### config.mk
export PLATFORM = sky130hd
export DESIGN_NAME = sdram_init_seq
export DESIGN_NICKNAME = d
export VERILOG_FILES = /design/src/rtl/sdram_init_pkg.sv /design/src/rtl/sdram_init_timer.sv /design/src/rtl/sdram_init_ctrl.sv /design/src/rtl/sdram_init_cmdgen.sv /design/src/rtl/sdram_init_seq.sv
export SDC_FILE = /design/constraint.sdc
export NUM_CORES = 1
export LEC_CHECK = 0
export BUFFER_PORTS_ARGS = -buffer_cell sky130_fd_sc_hd__buf_2
export CORE_ASPECT_RATIO = 1.2
export CORE_UTILIZATION = 40
export CTS_BUF_LIST = sky130_fd_sc_hd__clkbuf_8 sky130_fd_sc_hd__clkbuf_16
export CTS_CLUSTER_DIAMETER = 80
export CTS_CLUSTER_SIZE = 14
export DETAILED_ROUTE_END_ITERATION = 10
export SYNTH_ARGS = -nofsm -noshare
export SYNTH_HDL_FRONTEND = slang
export SYNTH_SLANG_ARGS = --single-unit
### constraint.sdc
create_clock -name clk -period 2.89 [get_ports clk]
set_clock_uncertainty 0.05 [all_clocks]
set_input_delay 0.7225 -clock clk [delete_from_list [all_inputs] [get_ports clk]]
set_output_delay 0.7225 -clock clk [all_outputs]
set_load 0.02 [all_outputs]
### src/rtl/sdram_init_pkg.sv
package sdram_init_pkg;

  typedef enum logic [2:0] {
    ST_QUIET,
    ST_PRE_WAIT,
    ST_REF_WAIT,
    ST_MODE_WAIT,
    ST_READY
  } step_e;

  typedef enum logic [1:0] {
    ISS_NOP,
    ISS_PREA,
    ISS_REFRESH,
    ISS_MODE
  } issue_e;

  typedef struct packed {
    logic cs_n;
    logic ras_n;
    logic cas_n;
    logic we_n;
  } pins_t;

  localparam pins_t PINS_NOP  = 4'b0111;
  localparam pins_t PINS_PREA = 4'b0010;
  localparam pins_t PINS_REF  = 4'b0001;
  localparam pins_t PINS_MODE = 4'b0000;

  // Round a nanosecond interval up to whole clock cycles, at least one.
  function automatic int unsigned ns_to_cycles(input int unsigned t_ns,
                                               input int unsigned period_ps);
    longint unsigned num;
    longint unsigned q;
    num = longint'(t_ns) * 64'd1000;
    q   = (num + longint'(period_ps) - 64'd1) / longint'(period_ps);
    if (q == 64'd0) q = 64'd1;
    return int'(q);
  endfunction

  function automatic pins_t issue_pins(input issue_e kind);
    case (kind)
      ISS_PREA:    return PINS_PREA;
      ISS_REFRESH: return PINS_REF;
      ISS_MODE:    return PINS_MODE;
      default:     return PINS_NOP;
    endcase
  endfunction

endpackage

### src/rtl/sdram_init_timer.sv
module sdram_init_timer #(
  parameter int unsigned TW       = 16,
  parameter int unsigned RST_LOAD = 0
) (
  input  logic          clk,
  input  logic          rst,
  input  logic          load,
  input  logic [TW-1:0] load_val,
  output logic          expired
);

  logic [TW-1:0] cnt_q;

  always_ff @(posedge clk) begin
    if (rst) begin
      cnt_q <= TW'(RST_LOAD);
    end else if (load) begin
      cnt_q <= load_val;
    end else if (cnt_q != '0) begin
      cnt_q <= cnt_q - 1'b1;
    end
  end

  assign expired = (cnt_q == '0);

endmodule

### src/rtl/sdram_init_ctrl.sv
module sdram_init_ctrl
  import sdram_init_pkg::*;
#(
  parameter int unsigned TW            = 16,
  parameter int unsigned RW            = 4,
  parameter int unsigned N_RP          = 2,
  parameter int unsigned N_RC          = 7,
  parameter int unsigned N_MRD         = 2,
  parameter int unsigned REFRESH_COUNT = 8
) (
  input  logic          clk,
  input  logic          rst,
  input  logic          expired,
  output logic          load,
  output logic [TW-1:0] load_val,
  output issue_e        issue,
  output logic          finish
);

  step_e         step_q, step_d;
  logic [RW-1:0] refs_left_q, refs_left_d;

  always_comb begin
    step_d      = step_q;
    refs_left_d = refs_left_q;
    load        = 1'b0;
    load_val    = '0;
    issue       = ISS_NOP;
    finish      = 1'b0;
    case (step_q)
      ST_QUIET: begin
        if (expired) begin
          issue    = ISS_PREA;
          load     = 1'b1;
          load_val = TW'(N_RP - 1);
          step_d   = ST_PRE_WAIT;
        end
      end
      ST_PRE_WAIT: begin
        if (expired) begin
          issue       = ISS_REFRESH;
          load        = 1'b1;
          load_val    = TW'(N_RC - 1);
          refs_left_d = RW'(REFRESH_COUNT - 1);
          step_d      = ST_REF_WAIT;
        end
      end
      ST_REF_WAIT: begin
        if (expired) begin
          load = 1'b1;
          if (refs_left_q != '0) begin
            issue       = ISS_REFRESH;
            load_val    = TW'(N_RC - 1);
            refs_left_d = refs_left_q - 1'b1;
          end else begin
            issue    = ISS_MODE;
            load_val = TW'(N_MRD - 1);
            step_d   = ST_MODE_WAIT;
          end
        end
      end
      ST_MODE_WAIT: begin
        if (expired) begin
          finish = 1'b1;
          step_d = ST_READY;
        end
      end
      default: begin
        step_d = ST_READY;
      end
    endcase
  end

  always_ff @(posedge clk) begin
    if (rst) begin
      step_q      <= ST_QUIET;
      refs_left_q <= '0;
    end else begin
      step_q      <= step_d;
      refs_left_q <= refs_left_d;
    end
  end

endmodule

### src/rtl/sdram_init_cmdgen.sv
module sdram_init_cmdgen
  import sdram_init_pkg::*;
#(
  parameter int unsigned ROW_W  = 12,
  parameter int unsigned BANK_W = 2,
  parameter int unsigned DQM_W  = 8
) (
  input  logic              clk,
  input  logic              rst,
  input  issue_e            issue,
  input  logic              finish,
  input  logic [2:0]        mode_bl,
  input  logic              mode_interleave,
  input  logic              mode_cl3,
  output logic              cke,
  output logic              cs_n,
  output logic              ras_n,
  output logic              cas_n,
  output logic              we_n,
  output logic [BANK_W-1:0] ba,
  output logic [ROW_W-1:0]  addr,
  output logic [DQM_W-1:0]  dqm,
  output logic              init_done
);

  logic [ROW_W-1:0] mode_word;
  logic [ROW_W-1:0] prea_word;
  logic [ROW_W-1:0] addr_d;
  pins_t            pins_d;

  always_comb begin
    mode_word      = '0;
    mode_word[2:0] = mode_bl;
    mode_word[3]   = mode_interleave;
    mode_word[6:4] = mode_cl3 ? 3'd3 : 3'd2;
    prea_word      = '0;
    prea_word[10]  = 1'b1;
    case (issue)
      ISS_PREA: addr_d = prea_word;
      ISS_MODE: addr_d = mode_word;
      default:  addr_d = '0;
    endcase
    pins_d = issue_pins(issue);
  end

  always_ff @(posedge clk) begin
    if (rst) begin
      {cs_n, ras_n, cas_n, we_n} <= PINS_NOP;
      addr      <= '0;
      ba        <= '0;
      cke       <= 1'b1;
      dqm       <= '1;
      init_done <= 1'b0;
    end else begin
      {cs_n, ras_n, cas_n, we_n} <= pins_d;
      addr      <= addr_d;
      ba        <= '0;
      cke       <= 1'b1;
      dqm       <= '1;
      init_done <= init_done | finish;
    end
  end

endmodule

### src/rtl/sdram_init_seq.sv
module sdram_init_seq
  import sdram_init_pkg::*;
#(
  parameter int unsigned CLK_PERIOD_PS = 10000,
  parameter int unsigned T_QUIET_NS    = 500000,
  parameter int unsigned T_RP_NS       = 20,
  parameter int unsigned T_RC_NS       = 70,
  parameter int unsigned T_MRD_NS      = 20,
  parameter int unsigned REFRESH_COUNT = 8,
  parameter int unsigned ROW_W         = 12,
  parameter int unsigned BANK_W        = 2,
  parameter int unsigned DQM_W         = 8
) (
  input  logic              clk,
  input  logic              rst,
  input  logic [2:0]        mode_bl,
  input  logic              mode_interleave,
  input  logic              mode_cl3,
  output logic              cke,
  output logic              cs_n,
  output logic              ras_n,
  output logic              cas_n,
  output logic              we_n,
  output logic [BANK_W-1:0] ba,
  output logic [ROW_W-1:0]  addr,
  output logic [DQM_W-1:0]  dqm,
  output logic              init_done
);

  localparam int unsigned N_QUIET = ns_to_cycles(T_QUIET_NS, CLK_PERIOD_PS);
  localparam int unsigned N_RP    = ns_to_cycles(T_RP_NS, CLK_PERIOD_PS);
  localparam int unsigned N_RC    = ns_to_cycles(T_RC_NS, CLK_PERIOD_PS);
  localparam int unsigned N_MRD   = ns_to_cycles(T_MRD_NS, CLK_PERIOD_PS);
  localparam int unsigned GAP_A   = (N_QUIET > N_RP) ? N_QUIET : N_RP;
  localparam int unsigned GAP_B   = (N_RC > N_MRD) ? N_RC : N_MRD;
  localparam int unsigned GAP_MAX = (GAP_A > GAP_B) ? GAP_A : GAP_B;
  localparam int unsigned TW      = $clog2(GAP_MAX + 1);
  localparam int unsigned RW      = $clog2(REFRESH_COUNT + 1);

  logic          expired;
  logic          load;
  logic [TW-1:0] load_val;
  issue_e        issue;
  logic          finish;

  sdram_init_timer #(
    .TW       (TW),
    .RST_LOAD (N_QUIET - 1)
  ) u_timer (
    .clk      (clk),
    .rst      (rst),
    .load     (load),
    .load_val (load_val),
    .expired  (expired)
  );

  sdram_init_ctrl #(
    .TW            (TW),
    .RW            (RW),
    .N_RP          (N_RP),
    .N_RC          (N_RC),
    .N_MRD         (N_MRD),
    .REFRESH_COUNT (REFRESH_COUNT)
  ) u_ctrl (
    .clk      (clk),
    .rst      (rst),
    .expired  (expired),
    .load     (load),
    .load_val (load_val),
    .issue    (issue),
    .finish   (finish)
  );

  sdram_init_cmdgen #(
    .ROW_W  (ROW_W),
    .BANK_W (BANK_W),
    .DQM_W  (DQM_W)
  ) u_cmdgen (
    .clk             (clk),
    .rst             (rst),
    .issue           (issue),
    .finish          (finish),
    .mode_bl         (mode_bl),
    .mode_interleave (mode_interleave),
    .mode_cl3        (mode_cl3),
    .cke             (cke),
    .cs_n            (cs_n),
    .ras_n           (ras_n),
    .cas_n           (cas_n),
    .we_n            (we_n),
    .ba              (ba),
    .addr            (addr),
    .dqm             (dqm),
    .init_done       (init_done)
  );

endmodule

==> reports/metrics.cfg, run 1 <==
[status]
outcome = finished clean

[finish]
antennaDiodeCount = 0
drive_above_1_share_pct = 19.2
area_growth_pct = 8.32
nets = 223

[synth]
ys_types = 48
synth_top_area_share_pct = 39.0
yosysSeqAreaShare_pct = 39.0
synth_edf_count = 0
synth_ff_type = dfxtp_1
ys_ff_latch = 34
synth_most_common_cell = dfxtp_1
synthArstFlopShare_pct = 0
synth_common_cells = dfxtp_1, buf_4, nor2_1
synth_area_leaders = dfxtp_1, buf_4, a21oi_1
netlist_instances = 198
synth.avg_cell_area_um2 = 8.82
synthesis.area_um2 = 1750
yosys_warnings = 0
synth_area_leader_cell = dfxtp_1

[floorplanning]
io_pins = 35
die_h_um = 74.4
die_area_um2 = 4630
core_um2 = 4070
placementRows = 25
die_w_um = 62.3
start_util_pct = 42.9

[sta]
tns_ns = 0
fin_crit_ns = 2.28
finalSetupViolCount = 0
max-slew-margin-rel_pct = 57.2
fmax_mhz = 438
finalCritPeriodShare_pct = 79.0
tightest_slew_ns = 0.641
drv_slew = 0
setup_ws_ns = 0.607
hold_viol = 0
grt_setup_unrepaired = false

[routing]
dr.pass1.iters = 4
wl_per_cell_um = 11.7
drc_errors = 0
routed_via_density = 5.05
vias = 1353
postRouteWirelength_um = 3150
drt_iter0_drc = 44
ant_nets = 0

[worst_setup_path]
start_kind = flip-flop
path_cells = inv_1 -> ha_1 -> or4b_1 -> nor4_4 -> buf_4 -> a21oi_1 -> a31o_2
crit_type = flip-flop to flip-flop
crit_path_end_kind = flip-flop
worst-r2r-setup-slack_ns = 0.61
rr_startpoint = u_timer.cnt_q[0]$_SDFFE_PP1P_
reg2regPathDepth = 7
r2r_end = u_ctrl.step_q[1]$_SDFFE_PP0P_
cpMaxStageDelayCell = or4b_1
cp_slowest_stage_delay_ns = 0.59
crit_family = simple AND/OR/NAND/NOR gates
critPathMaxFanout = 12
critPathBufInv = 2
arrival_ns = 2.41
cp_data_required_time_ns = 3.02

[clock_network]
clkSinkCount = 34
root_buffer = clkbuf_8
htree_levels = 2
clock_latency_ns = 0.29
cts_resized = 0
cts_tree = yes
clockBufferDepth = 2
cts_buffers = 5
cts_setup_buffers = 0
path_clk_slew_ns = 0.07
cts-hold-fix-buffers = 0

[min_path]
min-delay-path-class = flip-flop to flip-flop
holdPathEnd = u_cmdgen.init_done$_SDFF_PP0_
holdPathStages = 2
hp-start = u_cmdgen.init_done$_SDFF_PP0_

[global_routing]
grt_pass1_vias = 1171
antenna_found_initial = 0
grt_remaining_overflow = 0
grt_pass1_wl_um = 5220
grt_max_degree = 23
gr-usage-all-layers_pct = 14.7

[power]
ir_drop_uv = 201
p_leak_nw = 0.723
power_density_nw_per_um2 = 477

[placed_design]
gp_congestion = 0.737
place_hpwl_um = 2230
pre_cts_ws_ns = 0.610
port_buffers = 17

[flow_run]
drv_cap = 0

[sequential cells by signal, summed over array words and instances (netlist names)]
signal / cells
u_timer.cnt_q: 16
u_cmdgen.addr: 7
u_ctrl.refs_left_q: 4
u_ctrl.step_q: 3
u_cmdgen.cas_n: 1
u_cmdgen.init_done: 1
u_cmdgen.ras_n: 1
u_cmdgen.we_n: 1
[report_power, final]
part | internal (mW) | total, mW | switching [mW]
logic | 0.0190 | 0.0616 | 0.0426
registers | 0.474 | 0.480 | 0.00582
clock network | 0.189 | 0.359 | 0.171
total | 0.682 | 0.901 | 0.219
[metrics by stage]
stage / cell area, um^2 / util [%] / std cells / hold slack, ns / total power, mW
after floorplan: 1800 / - / 213 / 0.400 / 0.557
after global placement: 1800 / 44.2 / 260 / 0.411 / 0.551
after detailed placement: 1800 / 44.2 / 260 / 0.413 / 0.552
after CTS: 1890 / 46.5 / 268 / 0.427 / 0.911
after global routing: 1890 / 46.5 / 268 / 0.449 / 0.941
final: 1890 / 46.5 / 268 / 0.422 / 0.901
[metal layers]
layer | wire [um] | vias to the layer above | global-route usage (%)
met5 | 0 | - | 0
met1 | 1530 | 612 | 16.5
met4 | 80 | 0 | 9.30
met2 | 1440 | 22 | 25.4
li1 | - | 712 | -
met3 | 91 | 7 | 3.68
[worst reg2reg max path, stage by stage (launching register included)]
cell	delay, ns
dfxtp_1	0.34
inv_1	0.11
ha_1	0.15
or4b_1	0.59
nor4_4	0.39
buf_4	0.25
a21oi_1	0.08
a31o_2	0.22
[how the worst max path moves through the flow]
stage / startpoint / endpoint / slack, ns / depth (start not counted)
finish: u_timer.cnt_q[0]$_SDFFE_PP1P_ / u_ctrl.step_q[1]$_SDFFE_PP0P_ / 0.61 / 7
global route: u_timer.cnt_q[0]$_SDFFE_PP1P_ / u_ctrl.refs_left_q[1]$_SDFFE_PP0P_ / 0.44 / 7
CTS: u_timer.cnt_q[0]$_SDFFE_PP1P_ / u_ctrl.refs_left_q[0]$_SDFFE_PP0P_ / 0.60 / 7
detailed placement: u_timer.cnt_q[0]$_SDFFE_PP1P_ / u_ctrl.refs_left_q[0]$_SDFFE_PP0P_ / 0.61 / 7
global placement: u_timer.cnt_q[0]$_SDFFE_PP1P_ / u_ctrl.step_q[1]$_SDFFE_PP0P_ / 0.65 / 7
floorplan: u_timer.cnt_q[0]$_SDFFE_PP1P_ / u_timer.cnt_q[0]$_SDFFE_PP1P_ / 0.80 / 7
[area by class of cell]
| class | count | area, um^2 |
|---|---|---|
| clock inverters | 2 | 8.76 |
| well taps | 54 | 67.6 |
| fillers | 410 | 2180 |
| clock buffers | 6 | 82.6 |
| flip-flops and latches | 34 | 681 |
| inverters | 6 | 22.5 |
| multi-input cells | 146 | 921 |
| repair buffers | 20 | 108 |
[logic make-up after synthesis]
kind of cell / synth area share (%)
mux: 2.44
xor+xnor: 0.502
other cells: 0.430
fa+ha+maj: 2.15
simple gates: 29.0
compound gates: 15.0
buf+inv: 11.5
flops: 39.0
[layout by cell type, fill, tap and decap left out, drive strengths merged, types with 6 or more instances in the layout]
cell type	synthesis	layout
a21oi	13	13
buf	20	20
clkbuf	7	6
conb	2	17
dfxtp	34	34
inv	6	7
nand2	11	11
nor2	14	14
nor3	11	11
nor4	6	6
or3	8	8
No activity file was read; power rests on OpenSTA's default activity.
==> run 2: changes to the inputs <==
==> constraint.sdc (replaced) <==
create_clock -name clk -period 2.3 [get_ports clk]
set_clock_uncertainty 0.05 [all_clocks]
set_input_delay 0.575 -clock clk [delete_from_list [all_inputs] [get_ports clk]]
set_output_delay 0.575 -clock clk [all_outputs]
set_load 0.02 [all_outputs]
==> run 2 against run 1 <==
Count of clock-buffer cells in the layout did not move. Largest cell class unchanged. Critical path type unchanged. Worst hold slack got worse by 0.0047 ns. Total power is 26% higher. Highest routed layer unchanged. Cell count up 3.4%.
==> reports/metrics.cfg, run 2 (synthesized netlist as in run 1, its figures left out) <==
[finish]
largest_register_ffs = 16  ; unchanged
largest-register = u_timer.cnt_q
drive_above_1_share_pct = 23.3  ; +4.2 points
final_util_pct = 48.3  ; +1.8 points
area_growth_pct = 12.5
nets = 232  ; +4.0%
top_regs = u_timer.cnt_q x16, u_cmdgen.addr x7, u_ctrl.refs_left_q x4
stdcell_count = 277  ; +3.4%
layout_commonest_cell = dfxtp_1
antennaDiodeCount = 0  ; unchanged
final_cell_mix = dfxtp_1, conb_1, buf_2

[status]
outcome = finished clean

[floorplanning]
die_h_um = 74.4  ; unchanged
start_util_pct = 42.9  ; unchanged
placementRows = 25  ; unchanged
core_um2 = 4070  ; unchanged
die_area_um2 = 4630  ; unchanged
die_w_um = 62.3  ; unchanged
io_pins = 35  ; unchanged

[power]
power_mw = 1.13  ; +26%
power_density_nw_per_um2 = 576  ; +21%
p_leak_nw = 0.769  ; +6.4%
ir_drop_uv = 376  ; +87%

[global_routing]
gr-usage-all-layers_pct = 15.3  ; +0.59 points
antenna_found_initial = 0  ; unchanged
grt_remaining_overflow = 0  ; unchanged
use_met2_pct = 26.3  ; +0.85 points
met3_usage_pct = 3.68  ; unchanged
grt_max_degree = 23  ; unchanged
grt-busiest-layer = met2
grt_pass1_wl_um = 5400  ; +3.4%
use_met1_pct = 17.8  ; +1.3 points
grt_pass1_vias = 1182  ; +0.94%

[sta]
drv_slew = 0  ; unchanged
finalCritPeriodShare_pct = 94.4  ; +15 points
fmax_mhz = 460  ; +5.1%
tns_ns = 0  ; unchanged
hold_viol = 0  ; unchanged
finalSetupViolCount = 0  ; unchanged
grt_setup_unrepaired = false
fin_crit_ns = 2.17  ; -0.111 ns

[worst_setup_path]
crit_type = flip-flop to flip-flop
worst-r2r-setup-slack_ns = 0.13  ; -0.48 ns
cp_data_required_time_ns = 2.41  ; -0.61 ns
critPathMaxFanout = 7  ; -5
cp-startpoint = u_timer.cnt_q[11]$_SDFFE_PP0P_
crit_path_end = u_timer.cnt_q[6]$_SDFFE_PP1P_
start_kind = flip-flop
crit_path_end_kind = flip-flop
reg2regPathDepth = 5  ; -2
rr_startpoint = u_timer.cnt_q[11]$_SDFFE_PP0P_
r2r_end = u_timer.cnt_q[6]$_SDFFE_PP1P_
arrival_ns = 2.28  ; -0.13 ns

[routing]
routed_via_density = 4.88  ; -3.4%
drt_iter0_drc = 49  ; +11%
vias = 1351  ; -0.15%
dr.pass1.iters = 4  ; unchanged
ant_nets = 0  ; unchanged
wl_per_cell_um = 11.6  ; -1.1%
postRouteWirelength_um = 3210  ; +2.2%
drc_errors = 0  ; unchanged

[clock_network]
cts-hold-fix-buffers = 0  ; unchanged
cts_buffers = 5  ; unchanged
clkSinkCount = 34  ; unchanged
clockBufferDepth = 2  ; unchanged
path_clk_slew_ns = 0.07  ; about the same
root_buffer = clkbuf_8
htree_levels = 2  ; unchanged
clock_latency_ns = 0.28  ; about the same
cts_tree = yes

[placed_design]
dp.cells = 269  ; +3.5%
port_buffers = 17  ; unchanged
gp_congestion = 0.736  ; -0.20%
place_hpwl_um = 2300  ; +3.2%

[min_path]
min-delay-path-class = flip-flop to flip-flop

[flow_run]
drv_cap = 0  ; unchanged

-- run 2: cell types whose count changed in the layout (fill, tap and decap cells not counted) --
cell / delta
and4_1: -1
or4b_1: -1
or4b_4: +1
buf_4: +9
and4_2: +1
-- run 2: per-stage QoR --
step / instance area (um^2) / hold slack (ns) / setup slack, ns
global placement: 1870 / 0.411 / 0.102
finish: 1960 / 0.417 / 0.128
floorplan: 1800 / 0.400 / 0.213
global route: 1960 / 0.425 / 0.0250
detailed placement: 1870 / 0.413 / 0.0675
CTS: 1960 / 0.422 / 0.0551
-- run 2: worst max-delay path, stage by stage (launching register included) --
cell	delay, ns
dfxtp_1	0.36
or4_1	0.63
buf_4	0.21
o31ai_4	0.30
nor3_1	0.07
or3b_2	0.44
-- run 2: how the worst min path moves through the flow --
| stage | start | end | slack (ns) | cells past startpoint |
|---|---|---|---|---|
| 5_1_grt | mode_bl[0] | u_cmdgen.addr[0]$_SDFF_PP0_ | 0.42 | 2 |
| 3_5_place_dp | u_cmdgen.init_done$_SDFF_PP0_ | u_cmdgen.init_done$_SDFF_PP0_ | 0.41 | 2 |
| 4_1_cts | mode_cl3 | u_cmdgen.addr[4]$_SDFF_PP0_ | 0.42 | 2 |
| 2_1_floorplan | u_timer.cnt_q[10]$_SDFFE_PP0P_ | u_timer.cnt_q[10]$_SDFFE_PP0P_ | 0.40 | 2 |
| 3_3_place_gp | u_cmdgen.init_done$_SDFF_PP0_ | u_cmdgen.init_done$_SDFF_PP0_ | 0.41 | 2 |
| 6_report | u_cmdgen.init_done$_SDFF_PP0_ | u_cmdgen.init_done$_SDFF_PP0_ | 0.42 | 2 |
-- run 2: layout make-up --
cell class	instances	area, um^2
inverter	6	22.5
tap	54	67.6
clock buffer	6	82.6
sequential	34	681
timing repair buffer	29	175
clock inverter	2	8.76
multi-input combinational	146	926
fill	417	2100
-- run 2: repair_timing --
item                                    in CTS  in global routing
resized for setup                            0                  2
endpoints found under the setup margin       0                  4
buffers inserted                             0                  0
-- run 2: report_power, final --
| part | switching (mW) | internal, mW | total [mW] | leakage (nW) |
|---|---|---|---|---|
| logic | 0.0535 | 0.0274 | 0.0809 | 0.442 |
| registers | 0.00674 | 0.596 | 0.603 | 0.275 |
| clock network | 0.211 | 0.237 | 0.448 | 0.0524 |
-- run 2: routing by layer --
layer | up-vias | share of wire [%] | routed length [um]
met5 | - | 0 | 0
met4 | 0 | 2.2 | 70
met3 | 7 | 3.1 | 100
met2 | 22 | 49 | 1560
met1 | 600 | 46 | 1480
li1 | 722 | - | -
